**config.mk**
```make
export PLATFORM = sky130hd
export DESIGN_NAME = adc_pat_gen
export DESIGN_NICKNAME = d
export VERILOG_FILES = /design/src/rtl/adc_pat_pkg.sv /design/src/rtl/adc_pat_mode_sel.sv /design/src/rtl/adc_pat_seq.sv /design/src/rtl/adc_pat_format.sv /design/src/rtl/adc_pat_gen.sv
export SDC_FILE = /design/constraint.sdc
export NUM_CORES = 1
export LEC_CHECK = 0
export BUFFER_PORTS_ARGS = -buffer_cell sky130_fd_sc_hd__buf_2
export CAP_MARGIN = 25
export CORE_AREA = 2 2 81 83
export CTS_CLUSTER_SIZE = 40
export DETAILED_ROUTE_END_ITERATION = 12
export DIE_AREA = 0 0 83 85
export GPL_TIMING_DRIVEN = 0
export HOLD_SLACK_MARGIN = 0.08
export PLACE_DENSITY = 0.86
export SLEW_MARGIN = 10
export SYNTH_ARGS = -nofsm -noshare
export SYNTH_HDL_FRONTEND = slang
export SYNTH_SLANG_ARGS = --single-unit
export TNS_END_PERCENT = 20
```
**constraint.sdc**
```tcl
create_clock -name clk_i -period 1.89 [get_ports clk_i]
set_input_delay 0.378 -clock clk_i [delete_from_list [all_inputs] [get_ports clk_i]]
set_output_delay 0.378 -clock clk_i [all_outputs]
set_load 0.05 [all_outputs]
```
**src/rtl/adc_pat_pkg.sv**
```systemverilog
package adc_pat_pkg;
  typedef enum logic [1:0] {
    FMT_12  = 2'd0,
    FMT_14  = 2'd1,
    FMT_D8  = 2'd2,
    FMT_RSV = 2'd3
  } fmt_e;

  typedef enum logic [2:0] {
    MODE_NONE   = 3'd0,
    MODE_SINGLE = 3'd1,
    MODE_DUAL   = 3'd2,
    MODE_RAMP   = 3'd3,
    MODE_SYNC   = 3'd4,
    MODE_DESKEW = 3'd5
  } mode_e;
endpackage

```
**src/rtl/adc_pat_mode_sel.sv**
```systemverilog
module adc_pat_mode_sel
  import adc_pat_pkg::*;
(
  input  logic  deskew_en_i,
  input  logic  sync_en_i,
  input  logic  ramp_en_i,
  input  logic  dual_en_i,
  input  logic  single_en_i,
  output mode_e mode_o
);
  // fixed priority, deskew highest
  always_comb begin
    if (deskew_en_i)      mode_o = MODE_DESKEW;
    else if (sync_en_i)   mode_o = MODE_SYNC;
    else if (ramp_en_i)   mode_o = MODE_RAMP;
    else if (dual_en_i)   mode_o = MODE_DUAL;
    else if (single_en_i) mode_o = MODE_SINGLE;
    else                  mode_o = MODE_NONE;
  end
endmodule

```
**src/rtl/adc_pat_seq.sv**
```systemverilog
module adc_pat_seq
  import adc_pat_pkg::*;
#(
  parameter int NARROW_W = 12,
  parameter int WIDE_W   = 14,
  parameter int LANE_W   = 8
) (
  input  logic              clk_i,
  input  logic              rst_ni,
  input  mode_e             mode_i,
  input  mode_e             prev_mode_i,
  input  fmt_e              fmt_i,
  output logic [WIDE_W-1:0] ramp_o,
  output logic              use_code2_o
);
  logic [WIDE_W-1:0] ramp_q;
  logic              tog_q;
  logic [WIDE_W-1:0] mask;

  always_comb begin
    case (fmt_i)
      FMT_14:  mask = '1;
      FMT_D8:  mask = {{(WIDE_W-LANE_W){1'b0}}, {LANE_W{1'b1}}};
      default: mask = {{(WIDE_W-NARROW_W){1'b0}}, {NARROW_W{1'b1}}};
    endcase
  end

  // restart whenever the mode was not selected on the previous cycle
  always_comb begin
    ramp_o      = (prev_mode_i == MODE_RAMP) ? ((ramp_q + WIDE_W'(1)) & mask) : '0;
    use_code2_o = (prev_mode_i == MODE_DUAL) && !tog_q;
  end

  always_ff @(posedge clk_i or negedge rst_ni) begin
    if (!rst_ni) begin
      ramp_q <= '0;
      tog_q  <= 1'b0;
    end else begin
      if (mode_i == MODE_RAMP) ramp_q <= ramp_o;
      if (mode_i == MODE_DUAL) tog_q  <= use_code2_o;
    end
  end
endmodule

```
**src/rtl/adc_pat_format.sv**
```systemverilog
module adc_pat_format
  import adc_pat_pkg::*;
#(
  parameter int CODE_W   = 16,
  parameter int NARROW_W = 12,
  parameter int WIDE_W   = 14,
  parameter int LANE_W   = 8
) (
  input  mode_e             mode_i,
  input  fmt_e              fmt_i,
  input  logic [CODE_W-1:0] sample_i,
  input  logic [CODE_W-1:0] code1_i,
  input  logic [CODE_W-1:0] code2_i,
  input  logic              use_code2_i,
  input  logic [WIDE_W-1:0] ramp_i,
  output logic [WIDE_W-1:0] word_o,
  output logic [LANE_W-1:0] lane_a_o,
  output logic [LANE_W-1:0] lane_b_o
);
  function automatic logic [WIDE_W-1:0] deskew_pat(int n);
    logic [WIDE_W-1:0] r;
    r = '0;
    for (int i = 0; i < WIDE_W; i++)
      if (i < n) r[i] = ((n - 1 - i) % 2) == 1;
    return r;
  endfunction

  function automatic logic [WIDE_W-1:0] sync_pat(int n);
    logic [WIDE_W-1:0] r;
    r = '0;
    for (int i = 0; i < WIDE_W; i++)
      if (i < n && i >= n / 2) r[i] = 1'b1;
    return r;
  endfunction

  localparam logic [WIDE_W-1:0] DSK_N  = deskew_pat(NARROW_W);
  localparam logic [WIDE_W-1:0] DSK_W  = deskew_pat(WIDE_W);
  localparam logic [WIDE_W-1:0] DSK_L  = deskew_pat(LANE_W);
  localparam logic [WIDE_W-1:0] SYN_N  = sync_pat(NARROW_W);
  localparam logic [WIDE_W-1:0] SYN_W  = sync_pat(WIDE_W);
  localparam logic [WIDE_W-1:0] SYN_L  = sync_pat(LANE_W);
  localparam int                PAD_N  = WIDE_W - NARROW_W;

  logic [CODE_W-1:0] src;

  always_comb begin
    case (mode_i)
      MODE_SINGLE: src = code1_i;
      MODE_DUAL:   src = use_code2_i ? code2_i : code1_i;
      default:     src = sample_i;
    endcase
  end

  always_comb begin
    word_o   = '0;
    lane_a_o = '0;
    lane_b_o = '0;
    case (fmt_i)
      FMT_D8: begin
        case (mode_i)
          MODE_RAMP: begin
            lane_a_o = ramp_i[LANE_W-1:0];
            lane_b_o = ramp_i[LANE_W-1:0];
          end
          MODE_DESKEW: begin
            lane_a_o = DSK_L[LANE_W-1:0];
            lane_b_o = DSK_L[LANE_W-1:0];
          end
          MODE_SYNC: begin
            lane_a_o = SYN_L[LANE_W-1:0];
            lane_b_o = SYN_L[LANE_W-1:0];
          end
          default: begin
            lane_a_o = src[CODE_W-1 -: LANE_W];
            lane_b_o = src[LANE_W-1:0];
          end
        endcase
      end
      FMT_14: begin
        case (mode_i)
          MODE_RAMP:   word_o = ramp_i;
          MODE_DESKEW: word_o = DSK_W;
          MODE_SYNC:   word_o = SYN_W;
          default:     word_o = src[CODE_W-1 -: WIDE_W];
        endcase
      end
      default: begin
        case (mode_i)
          MODE_RAMP:   word_o = ramp_i;
          MODE_DESKEW: word_o = DSK_N;
          MODE_SYNC:   word_o = SYN_N;
          default:     word_o = {{PAD_N{1'b0}}, src[CODE_W-1 -: NARROW_W]};
        endcase
      end
    endcase
  end
endmodule

```
**src/rtl/adc_pat_gen.sv**
```systemverilog
module adc_pat_gen
  import adc_pat_pkg::*;
#(
  parameter int CODE_W   = 16,
  parameter int NARROW_W = 12,
  parameter int WIDE_W   = 14,
  parameter int LANE_W   = 8
) (
  input  logic              clk_i,
  input  logic              rst_ni,
  input  logic [CODE_W-1:0] sample_i,
  input  logic [1:0]        fmt_i,
  input  logic              ramp_en_i,
  input  logic              single_en_i,
  input  logic              dual_en_i,
  input  logic              deskew_en_i,
  input  logic              sync_en_i,
  input  logic [CODE_W-1:0] code1_i,
  input  logic [CODE_W-1:0] code2_i,
  output logic [WIDE_W-1:0] word_o,
  output logic [LANE_W-1:0] lane_a_o,
  output logic [LANE_W-1:0] lane_b_o,
  output logic              pat_active_o
);
  fmt_e              fmt;
  mode_e             mode, mode_q;
  fmt_e              fmt_q;
  logic [WIDE_W-1:0] ramp_val, word_d;
  logic [LANE_W-1:0] lane_a_d, lane_b_d;
  logic              use_code2;
  logic              run_q;

  assign fmt = fmt_e'(fmt_i);

  adc_pat_mode_sel i_mode_sel (
    .deskew_en_i (deskew_en_i),
    .sync_en_i   (sync_en_i),
    .ramp_en_i   (ramp_en_i),
    .dual_en_i   (dual_en_i),
    .single_en_i (single_en_i),
    .mode_o      (mode)
  );

  adc_pat_seq #(
    .NARROW_W (NARROW_W),
    .WIDE_W   (WIDE_W),
    .LANE_W   (LANE_W)
  ) i_seq (
    .clk_i       (clk_i),
    .rst_ni      (rst_ni),
    .mode_i      (mode),
    .prev_mode_i (mode_q),
    .fmt_i       (fmt),
    .ramp_o      (ramp_val),
    .use_code2_o (use_code2)
  );

  adc_pat_format #(
    .CODE_W   (CODE_W),
    .NARROW_W (NARROW_W),
    .WIDE_W   (WIDE_W),
    .LANE_W   (LANE_W)
  ) i_format (
    .mode_i      (mode),
    .fmt_i       (fmt),
    .sample_i    (sample_i),
    .code1_i     (code1_i),
    .code2_i     (code2_i),
    .use_code2_i (use_code2),
    .ramp_i      (ramp_val),
    .word_o      (word_d),
    .lane_a_o    (lane_a_d),
    .lane_b_o    (lane_b_d)
  );

  always_ff @(posedge clk_i or negedge rst_ni) begin
    if (!rst_ni) begin
      mode_q       <= MODE_NONE;
      fmt_q        <= FMT_12;
      word_o       <= '0;
      lane_a_o     <= '0;
      lane_b_o     <= '0;
      pat_active_o <= 1'b0;
      run_q        <= 1'b0;
    end else begin
      mode_q       <= mode;
      fmt_q        <= fmt;
      word_o       <= word_d;
      lane_a_o     <= lane_a_d;
      lane_b_o     <= lane_b_d;
      pat_active_o <= (mode != MODE_NONE);
      run_q        <= 1'b1;
    end
  end

  function automatic logic [WIDE_W-1:0] fs_mask(fmt_e f);
    case (f)
      FMT_14:  return '1;
      FMT_D8:  return {{(WIDE_W-LANE_W){1'b0}}, {LANE_W{1'b1}}};
      default: return {{(WIDE_W-NARROW_W){1'b0}}, {NARROW_W{1'b1}}};
    endcase
  endfunction

  logic any_en;
  assign any_en = ramp_en_i | single_en_i | dual_en_i | deskew_en_i | sync_en_i;

  p_reset_zero_r1: assert property (@(posedge clk_i)
    !rst_ni |-> (word_o == '0 && lane_a_o == '0 && lane_b_o == '0 && !pat_active_o));

  p_pass_14_r2: assert property (@(posedge clk_i) disable iff (!rst_ni)
    (run_q && !$past(any_en) && $past(fmt_i) == 2'd1)
      |-> word_o == $past(sample_i[CODE_W-1 -: WIDE_W]));

  p_ramp_start_r3: assert property (@(posedge clk_i) disable iff (!rst_ni)
    (mode_q == MODE_RAMP && $past(mode_q) != MODE_RAMP && fmt_q != FMT_D8)
      |-> word_o == '0);

  p_ramp_step_r4: assert property (@(posedge clk_i) disable iff (!rst_ni)
    (mode_q == MODE_RAMP && $past(mode_q) == MODE_RAMP && fmt_q == $past(fmt_q) && fmt_q != FMT_D8)
      |-> word_o == (($past(word_o) + WIDE_W'(1)) & fs_mask(fmt_q)));

  p_dual_first_r11: assert property (@(posedge clk_i) disable iff (!rst_ni)
    (mode_q == MODE_DUAL && $past(mode_q) != MODE_DUAL && fmt_q == FMT_14)
      |-> word_o == $past(code1_i[CODE_W-1 -: WIDE_W]));

  p_deskew_12_r7: assert property (@(posedge clk_i) disable iff (!rst_ni)
    (run_q && $past(deskew_en_i) && $past(fmt_i) == 2'd0)
      |-> word_o == WIDE_W'(12'h555));

  p_active_r10: assert property (@(posedge clk_i) disable iff (!rst_ni)
    run_q |-> pat_active_o == $past(any_en));

  p_lane_idle_r12: assert property (@(posedge clk_i) disable iff (!rst_ni)
    (fmt_q != FMT_D8) |-> (lane_a_o == '0 && lane_b_o == '0));

  p_word_idle_r12: assert property (@(posedge clk_i) disable iff (!rst_ni)
    (fmt_q == FMT_D8) |-> word_o == '0);
endmodule

```
* After elaboration in Yosys (flattened, before gate mapping) *
Cells that the tools add are included.

operators by class
  add/subtract/negate cells = 1
  equality and inequality tests = 9
  multiplexer cells = 16
  bitwise logic cells = 1
  reductions and logical operators = 3

operators with widths
  operator               number
  $pmux 14 s3            2
  $pmux 14 s2            2
  $pmux 8 s3             2
  $pmux 16 s2            1
  $mux 16                1
  $mux 8                 2
  $add 14x1->14 const B  1
  $and 14x14->14         1
  $mux 14                1
  $eq 3x2->1 const B     4
  $mux 3                 4
  $eq 3x3->1 const B     2
  $eq 3x1->1 const B     1
  $reduce_bool 3->1      1
  $eq 2x1->1 const B     1
  $eq 2x2->1 const B     1
  $logic_and 1x1->1      1
  $logic_not 1->1        1
  $mux 1                 1

storage, ports and cells
  flip-flop bits (word level) = 49
  bits of input ports = 57
  output and inout bits = 31
  logic and storage cells = 37

* Depth between registers and ports, before layout *
Gate-level depths: netlist of run 1.

  depth after elaboration = 9
  depth in mapped cells = 8
  gate-level depth less buffers = 6

* By module *
A second synthesis of run 1 with hierarchy kept.

second synthesis, totals
  cell total of the unflattened synthesis = 414
  area, all modules = 3489.6 µm²

by module, submodules not included
  module            instances  cells an instance  area an instance (µm²)  sequential area each (µm²)
  adc_pat_format    1          249                1525.2                  0.0
  adc_pat_seq       1          124                1068.5                  375.4
  adc_pat_gen       1          35                 857.1                   850.8
  adc_pat_mode_sel  1          6                  38.8                    0.0

* Least setup slack after synthesis of run 1 *
Ideal clock, no wire load.

  path type = reg-to-reg
  start = register mode_q[0]
  end = register word_o[8]
  library setup time = 0.120 ns
  data arrival time = 1.971 ns
  data required time = 1.770 ns
  setup slack = -0.200 ns
  stages on the path, launching flop included = 8
  path buffers = 2
  clock period less this slack = 2.090 ns
  cell sequence = dfrtp_1 or4b_1 buf_2 a22o_1 buf_6 a222oi_1 o2111ai_1 and3_1

between the ends
  cells in the longest elaborated chain, start to end = 6
  elaborated cells between the ends (all ways) = 9
  classes of those cells = 2 x eq/ne; 6 x mux; 1 x reduce/logical

ends and longest elaborated chain
  what                            RTL line                                    source
  from (decl)                     adc_pat_gen.sv:26                           mode_e mode, mode_q;
  from (signal assigned)          adc_pat_gen.sv:86                           mode_q <= mode;
  $eq 3x2->1                      adc_pat_seq.sv:31                           use_code2_o = (prev_mode_i == MODE_DUAL) && !tog_q;
  $logic_and 1x1->1               adc_pat_seq.sv:31
  $mux 16                         adc_pat_format.sv:49                        MODE_DUAL: src = use_code2_i ? code2_i : code1_i;
  $pmux 16 s2                     adc_pat_format.sv:47                        case (mode_i)
  $pmux 14 s3 (on tied branches)  adc_pat_format.sv:88, adc_pat_format.sv:80
  $pmux 14 s2 *                   adc_pat_format.sv:58                        case (fmt_i)
  net i_format.word_o[8]          adc_pat_format.sv:16                        output logic [WIDE_W-1:0] word_o,
  to (signal assigned)            adc_pat_gen.sv:88                           word_o <= word_d;
  to (decl)                       adc_pat_gen.sv:20                           output logic [WIDE_W-1:0] word_o,

Mark *: on every way through the listed nets, which the timed path passes. The rest lies on a longest branch.
A chain may end at the register's enable or synchronous reset.

* Worst setup path in the final report of run 1 *
  start = register mode_q[0]
  end = register word_o[5]

Same word-level chain as after synthesis.

==> results of run 1 <==
==> power groups by stage <==
stage / Combinational, uW / Clock, uW / Sequential (uW)
3_5_place_dp: 514 / 0 / 1130
6_report: 585 / 596 / 1110
2_1_floorplan: 173 / 0 / 1280
5_1_grt: 621 / 665 / 1110
3_3_place_gp: 508 / 0 / 1130
4_1_cts: 537 / 608 / 1110
==> routing by layer <==
layer | vias to the layer above | share of wire, % | global-route usage [%]
met4 | 0 | 1.5 | 10.3
met3 | 14 | 8.3 | 4.18
li1 | 1365 | - | -
met1 | 1460 | 42 | 34.6
met5 | - | 0 | 0
met2 | 169 | 49 | 41.1
==> logic make-up (layout without fill, tap and decap cells) <==
family | count (synthesis) | after routing | share of synthesized area, %
xor gates and xnor gates | 7 | 7 | 2.20
adders and majority gates | 4 | 4 | 1.80
buffers and inverters | 30 | 139 | 4.36
DFF | 49 | 49 | 44.1
AOI/OAI and AO/OA | 110 | 110 | 27.0
and+or+nand+nor | 106 | 106 | 19.7
muxes | 2 | 2 | 0.765
==> worst max path at each step <==
| stage | from | end | slack, ns | depth (start not counted) |
|---|---|---|---|---|
| 2_1_floorplan | mode_q[0]$_DFF_PN0_ | word_o[8]$_DFF_PN0_ | -0.20 | 7 |
| 3_3_place_gp | ramp_en_i | word_o[3]$_DFF_PN0_ | -0.80 | 6 |
| 3_5_place_dp | ramp_en_i | word_o[3]$_DFF_PN0_ | -0.90 | 6 |
| 4_1_cts | mode_q[2]$_DFF_PN0_ | word_o[6]$_DFF_PN0_ | -0.32 | 8 |
| 5_1_grt | mode_q[0]$_DFF_PN0_ | word_o[8]$_DFF_PN0_ | -0.38 | 7 |
| 6_report | mode_q[0]$_DFF_PN0_ | word_o[5]$_DFF_PN0_ | -0.32 | 8 |
==> sequential cells by signal, indices dropped and copies added, names as in the netlist <==
signal / flops
mode_q: 3
lane_b_o: 8
i_seq.tog_q: 1
word_o: 14
pat_active_o: 1
i_seq.ramp_q: 14
lane_a_o: 8
==> critical path, delay by kind of cell, from the launching register on <==
family	cells	cell delay (ns)
AO/OA/AOI/OAI	4	0.67
buffers and inverters	3	0.46
flip-flops	1	0.40
AND/OR/NAND/NOR	1	0.55
==> through the flow <==
step	hold slack (ns)	setup WS (ns)	utilization, %	power [uW]
after floorplan	0.0824	-0.200	-	1450
final	0.0721	-0.319	59.5	2290
after global placement	0.486	-0.799	53.4	1630
after CTS	0.297	-0.316	56.8	2250
after detailed placement	0.519	-0.898	53.4	1640
after global routing	0.112	-0.384	59.5	2400
==> final cells by class <==
type                    count  area [sq um]  share of cell area, %
plain buffers              21          97.6                   2.64
clock buffers               8          80.1                   2.17
inverters                   8          30.0                  0.813
multi-input cells         229          1580                   42.8
flip-flops and latches     49          1230                   33.2
well taps                  77          96.3                   2.61
repair buffers            102           581                   15.7
==> placed cells by master, fill, tap and decap left out, types with 3 or more instances in the layout <==
cell / count
o31ai_1: 5
a211oi_1: 8
clkbuf_8: 5
nand2b_1: 3
dfrtp_1: 48
clkbuf_1: 18
o21ai_0: 21
a21o_1: 9
buf_4: 13
nor2b_1: 7
nand4_1: 5
xnor2_1: 3
or3_1: 4
buf_2: 87
and2_1: 5
a31oi_1: 6
a21oi_2: 4
nand2_1: 28
ha_1: 3
a21oi_1: 18
nor2_2: 3
xor2_1: 4
and4_1: 3
inv_1: 8
nand3_1: 10
clkbuf_2: 3
a222oi_1: 4
nor3_1: 3
nor2_1: 18
==> timing repair <==
item                       CTS  global route
buffers inserted            11             3
pin swaps                    9             5
setup endpoints to repair   30            33
resized for setup           13            28
==> metrics.txt, run 1 <==
status=complete, but fails checks; failing checks=negative setup slack; post-synth top area cell=dfrtp_1; critical path capture point type=register; final worst-path cycle share=117%; Finished Layout Cells=roughly 490; clk_lat worst skew=between 0.3 and 0.4 ns; drt drc=0; power per cell area=approximately 620 nW/um^2; Int Pwr=~1500 uW; Port Buffers=87; Fin. Hold Viols=0; largest net degree at the start of global routing=50; nets@finish=477; number of flops mapped to enable cells by yosys=0; required time worst endpoint=approximately 2.1 ns; crit-path cells=or4b_4 > a22o_1 > buf_6 > buf_12 > a222oi_1 > buf_4 > a21oi_2 > a2bb2oi_2; Setup Crit Path Kind=register to register; Placed Cells=472; synth warn=0; WL/cell=~18 um; total wire length=approximately 9000 um; R2R Path End=word_o[5]$_DFF_PN0_; Final Setup Violations=20; Min-Delay Path Class=input port to async pin; Async S/R FF share, synth=100%; setup TNS=-3.43 ns; synth cell count leaders=dfrtp_1 (49), nand2_1 (29), a21oi_1 (22), o21ai_0 (22), nor2_1 (21); Primary FF master, synth=dfrtp_1; Syn Inst Count=just over 300; Clk pin slew, worst setup/hold paths=about 0.090 ns; Rows=29; initial core utilization=44.8%; Reg-to-Reg Start=mode_q[0]$_DFF_PN0_; sequential share of power=48.4%; Clock power frac=a little over a quarter; aggregate global-route resource usage=approximately 26%; final instance area=between 3000 and 4000 sq um; Crit path arrival time=around 2.4 ns; Detail Placement HPWL=about 6600 um; Die X-Extent=roughly 83 um; Placed Instance Area=about 3300 sq um; global-route wire length before repair=roughly 14000 um; die height=about 85 um; final worst setup slack=-0.319 ns; P&R area growth vs syn=32.8%; clock root cell=clkbuf_8; vias in the first global route=2853; register bit total from synthesis=49; startpoint types=register; Logic pwr share=25.6%; share of post-route cells with drive strength above 1=between 30% and 40%; fin crit period=~2.2 ns; CTS buffer count=5; # Max-Cap Violations=0; Seq/Total Area, Yosys=~44%; crit-path max cell delay=approximately 0.55 ns; Peak VDD IR=0.000357 V; RSZ-0062 raised after global routing=true; P_sw=between 700 and 800 uW; ANT cells=0; Synth cell types=59; Synth top area share=roughly 44%; die area=~7000 sq um; htree depth=2; Worst Path Max Fanout=6; CP max stage cell=or4b_4; GP Congestion=0.959; Max Clock Skew=approximately 0.0069 ns; normalized max-slew margin=between 50% and 60%; antenna violations before repair=0; R2R cell count=8; switching portion of total power=between 30% and 40%; number of top-level pins=around 90; syn_area_per_cell=around 9.0 sq um; hold_buf cts=0; CORE AREA=around 6200 sq um; clk sinks=between 40 and 50; worst-margin pin slew=roughly 0.61 ns; Slew Limit Fails=0; DRT iter0 DRCs=264; drt pass-1 iters=5; TritonCTS clock tree=done; DRT antenna net count=0; Leak Pwr=between 0.0015 and 0.002 uW; largest cells by area after synthesis=dfrtp_1 (44%), a21oi_1 (4.0%), o21ai_0 (4.0%); Post-Syn Nets=~370; via/cell ratio=just over 6; post-synthesis cell area=between 2000 and 3000 sq um; r2r setup slk=-0.32 ns; Max Root-Sink Buffers=2; count leader, synth=dfrtp_1; Filler cells=540; gr ovfl total=0; via count=3008; FMAX=between 0.4 and 0.5 GHz
Note: power is estimated with default switching activity, not from simulation.
==> run 2, diff against run 1 <==
--- a/config.mk
+++ b/config.mk
@@ -7,13 +7,13 @@
 export LEC_CHECK = 0
 export BUFFER_PORTS_ARGS = -buffer_cell sky130_fd_sc_hd__buf_2
 export CAP_MARGIN = 25
-export CORE_AREA = 2 2 81 83
+export CORE_AREA = 2 2 67 101
 export CTS_CLUSTER_SIZE = 40
 export DETAILED_ROUTE_END_ITERATION = 12
-export DIE_AREA = 0 0 83 85
+export DIE_AREA = 0 0 69 103
 export GPL_TIMING_DRIVEN = 0
 export HOLD_SLACK_MARGIN = 0.08
-export PLACE_DENSITY = 0.86
+export PLACE_DENSITY = 0.85
 export SLEW_MARGIN = 10
 export SYNTH_ARGS = -nofsm -noshare
 export SYNTH_HDL_FRONTEND = slang
==> metrics.txt, run 2 (synthesized netlist as in run 1, its figures left out) <==
Crit path arrival time=2.36 ns (-0.03 ns); CORE AREA=6310 sq um (+1.6%); vias in the first global route=2917 (+2.2%); normalized max-slew margin=62.7% (+3.7 points); Min-Delay Path Class=input port to register; antenna violations before repair=0 (unchanged); clk sinks=49 (unchanged); DRT antenna net count=0 (unchanged); final worst-path cycle share=114% (-3.0 points); DRT iter0 DRCs=275 (+4.2%); critical path capture point type=register; # Max-Cap Violations=0 (unchanged); Clk pin slew, worst setup/hold paths=0.10 ns (about the same); drt pass-1 iters=5 (unchanged); CTS buffer count=5 (unchanged); Die X-Extent=69 um (-17%); Setup Crit Path Kind=register to register; via/cell ratio=6.02 (-1.2%); htree depth=2 (unchanged); clock root cell=clkbuf_8; Leak Pwr=0.00178 uW (+1.8%); FMAX=0.464 GHz (+2.6%); Slew Limit Fails=0 (unchanged); commonest non-fill, non-tap cell in the layout=buf_2; Rows=36 (+24%); startpoint types=register; status=complete, but fails checks; most frequent cells in the layout=buf_2 (87), dfrtp_1 (49), nand2_1 (29); Peak VDD IR=0.000535 V (+50%); initial core utilization=44.1% (-0.72 points); Max Root-Sink Buffers=2 (unchanged); Port Buffers=87 (unchanged); worst-margin pin slew=0.558 ns (-0.0566 ns); aggregate global-route resource usage=25.9% (+0.42 points); failing checks=negative setup slack; total wire length=9290 um (+2.8%); ANT cells=0 (unchanged); fin crit period=2.15 ns (-0.0558 ns); largest net degree at the start of global routing=50 (unchanged); Top Registers=i_seq.ramp_q x14, word_o x14; TritonCTS clock tree=done; nets@finish=480 (+0.63%); via count=2985 (-0.76%); GP Congestion=0.947 (-1.3%); P&R area growth vs syn=33.5%; share of post-route cells with drive strength above 1=34.8% (+0.23 points); Fin. Hold Viols=0 (unchanged); RSZ-0062 raised after global routing=true; Max Clock Skew=0.0194 ns (+0.0125 ns); gr ovfl total=0 (unchanged); number of top-level pins=88 (unchanged); Placed Instance Area=3310 sq um (about the same); WL/cell=18.7 um (+2.4%); Worst Path Max Fanout=5 (-1); final worst setup slack=-0.264 ns (+0.0558 ns); die area=7110 sq um (+0.74%); drt drc=0 (unchanged); clk_lat worst skew=0.32 ns (about the same); Final Core Density=58.9% (-0.66 points); global-route wire length before repair=14300 um (-0.14%); die height=103 um (+21%); Detail Placement HPWL=6750 um (+2.8%); power per cell area=665 nW/um^2 (+7.4%); Final Setup Violations=19 (-5.0%); required time worst endpoint=2.09 ns (+0.02 ns); final instance area=3710 sq um (+0.51%)
## run 2: changes by cell type in the layout (fill, tap and decap cells not counted), sizes merged
cell	delta
buf	+2
bufinv	+1
clkbuf	-3
clkinv	+1
dlygate4sd3	+1
inv	+1
## run 2: timing repair
item	in CTS	in global routing
cloned	1	0
hold buffers	0	1
setup endpoints to repair	29	37
pin swaps	11	6
resized for setup	26	12
hold endpoints to repair	0	14
buffers inserted	11	5
## run 2: worst max-delay path, cell delays in order, from the launching register on
cell	delay, ns
dfrtp_1	0.43
or4b_4	0.51
a22o_4	0.24
buf_6	0.13
a222oi_1	0.23
buf_4	0.18
o2111ai_2	0.09
and3_4	0.22
## run 2: stage by stage
step | setup WS [ns] | hold WS, ns | power, uW | TNS, ns | instances
floorplan | -0.200 | 0.0824 | 1450 | -1.61 | 308
global placement | -0.871 | 0.506 | 1640 | -13.67 | 471
detailed placement | -0.846 | 0.510 | 1650 | -13.13 | 471
CTS | -0.332 | 0.280 | 2450 | -4.42 | 491
global route | -0.338 | 0.306 | 2560 | -5.68 | 496
finish | -0.264 | 0.278 | 2470 | -3.05 | 496
## run 2: where the power goes
part | switching (uW) | leakage, uW | internal (uW) | total, uW
combinational | 396 | 0.00108 | 193 | 589
sequential | 14.9 | 0.000648 | 1090 | 1110
clock | 375 | 0.0000585 | 397 | 772
## run 2: area by class of cell
| cell class | count | area, sq um |
|---|---|---|
| Clock buffer | 5 | 68.8 |
| Fill cell | 551 | 2590 |
| Inverter | 8 | 30.0 |
| Timing Repair Buffer | 106 | 604 |
| Clock inverter | 3 | 43.8 |
| Sequential cell | 49 | 1230 |
| Tap cell | 76 | 95.1 |
| Multi-Input combinational cell | 229 | 1560 |
| Buffer | 20 | 88.8 |
## run 2: worst paths after layout
| check | from | to | slack, ns | cells past startpoint |
|---|---|---|---|---|
| worst min register to register | i_seq.ramp_q[10]$_DFFE_PN0N_ | i_seq.ramp_q[10]$_DFFE_PN0N_ | 0.52 | 1 |
| min in group asynchronous | rst_ni | i_seq.ramp_q[6]$_DFFE_PN0N_ | 0.50 | 2 |
| max in group asynchronous | rst_ni | lane_a_o[7]$_DFF_PN0_ | 0.89 | 3 |
| worst max register to register | i_seq.tog_q$_DFFE_PN0N_ | word_o[8]$_DFF_PN0_ | -0.26 | 7 |
| worst min-delay path | code1_i[0] | lane_b_o[0]$_DFF_PN0_ | 0.28 | 3 |
| worst max-delay path | i_seq.tog_q$_DFFE_PN0N_ | word_o[8]$_DFF_PN0_ | -0.26 | 7 |
## run 2: metal layers
metal / track usage (%) / vias to the layer above / wire length, um
met5: 0 / - / 0
met4: 18.3 / 0 / 590
met3: 4.20 / 44 / 570
met2: 48.2 / 153 / 4860
met1: 26.6 / 1415 / 3270
li1: - / 1373 / -
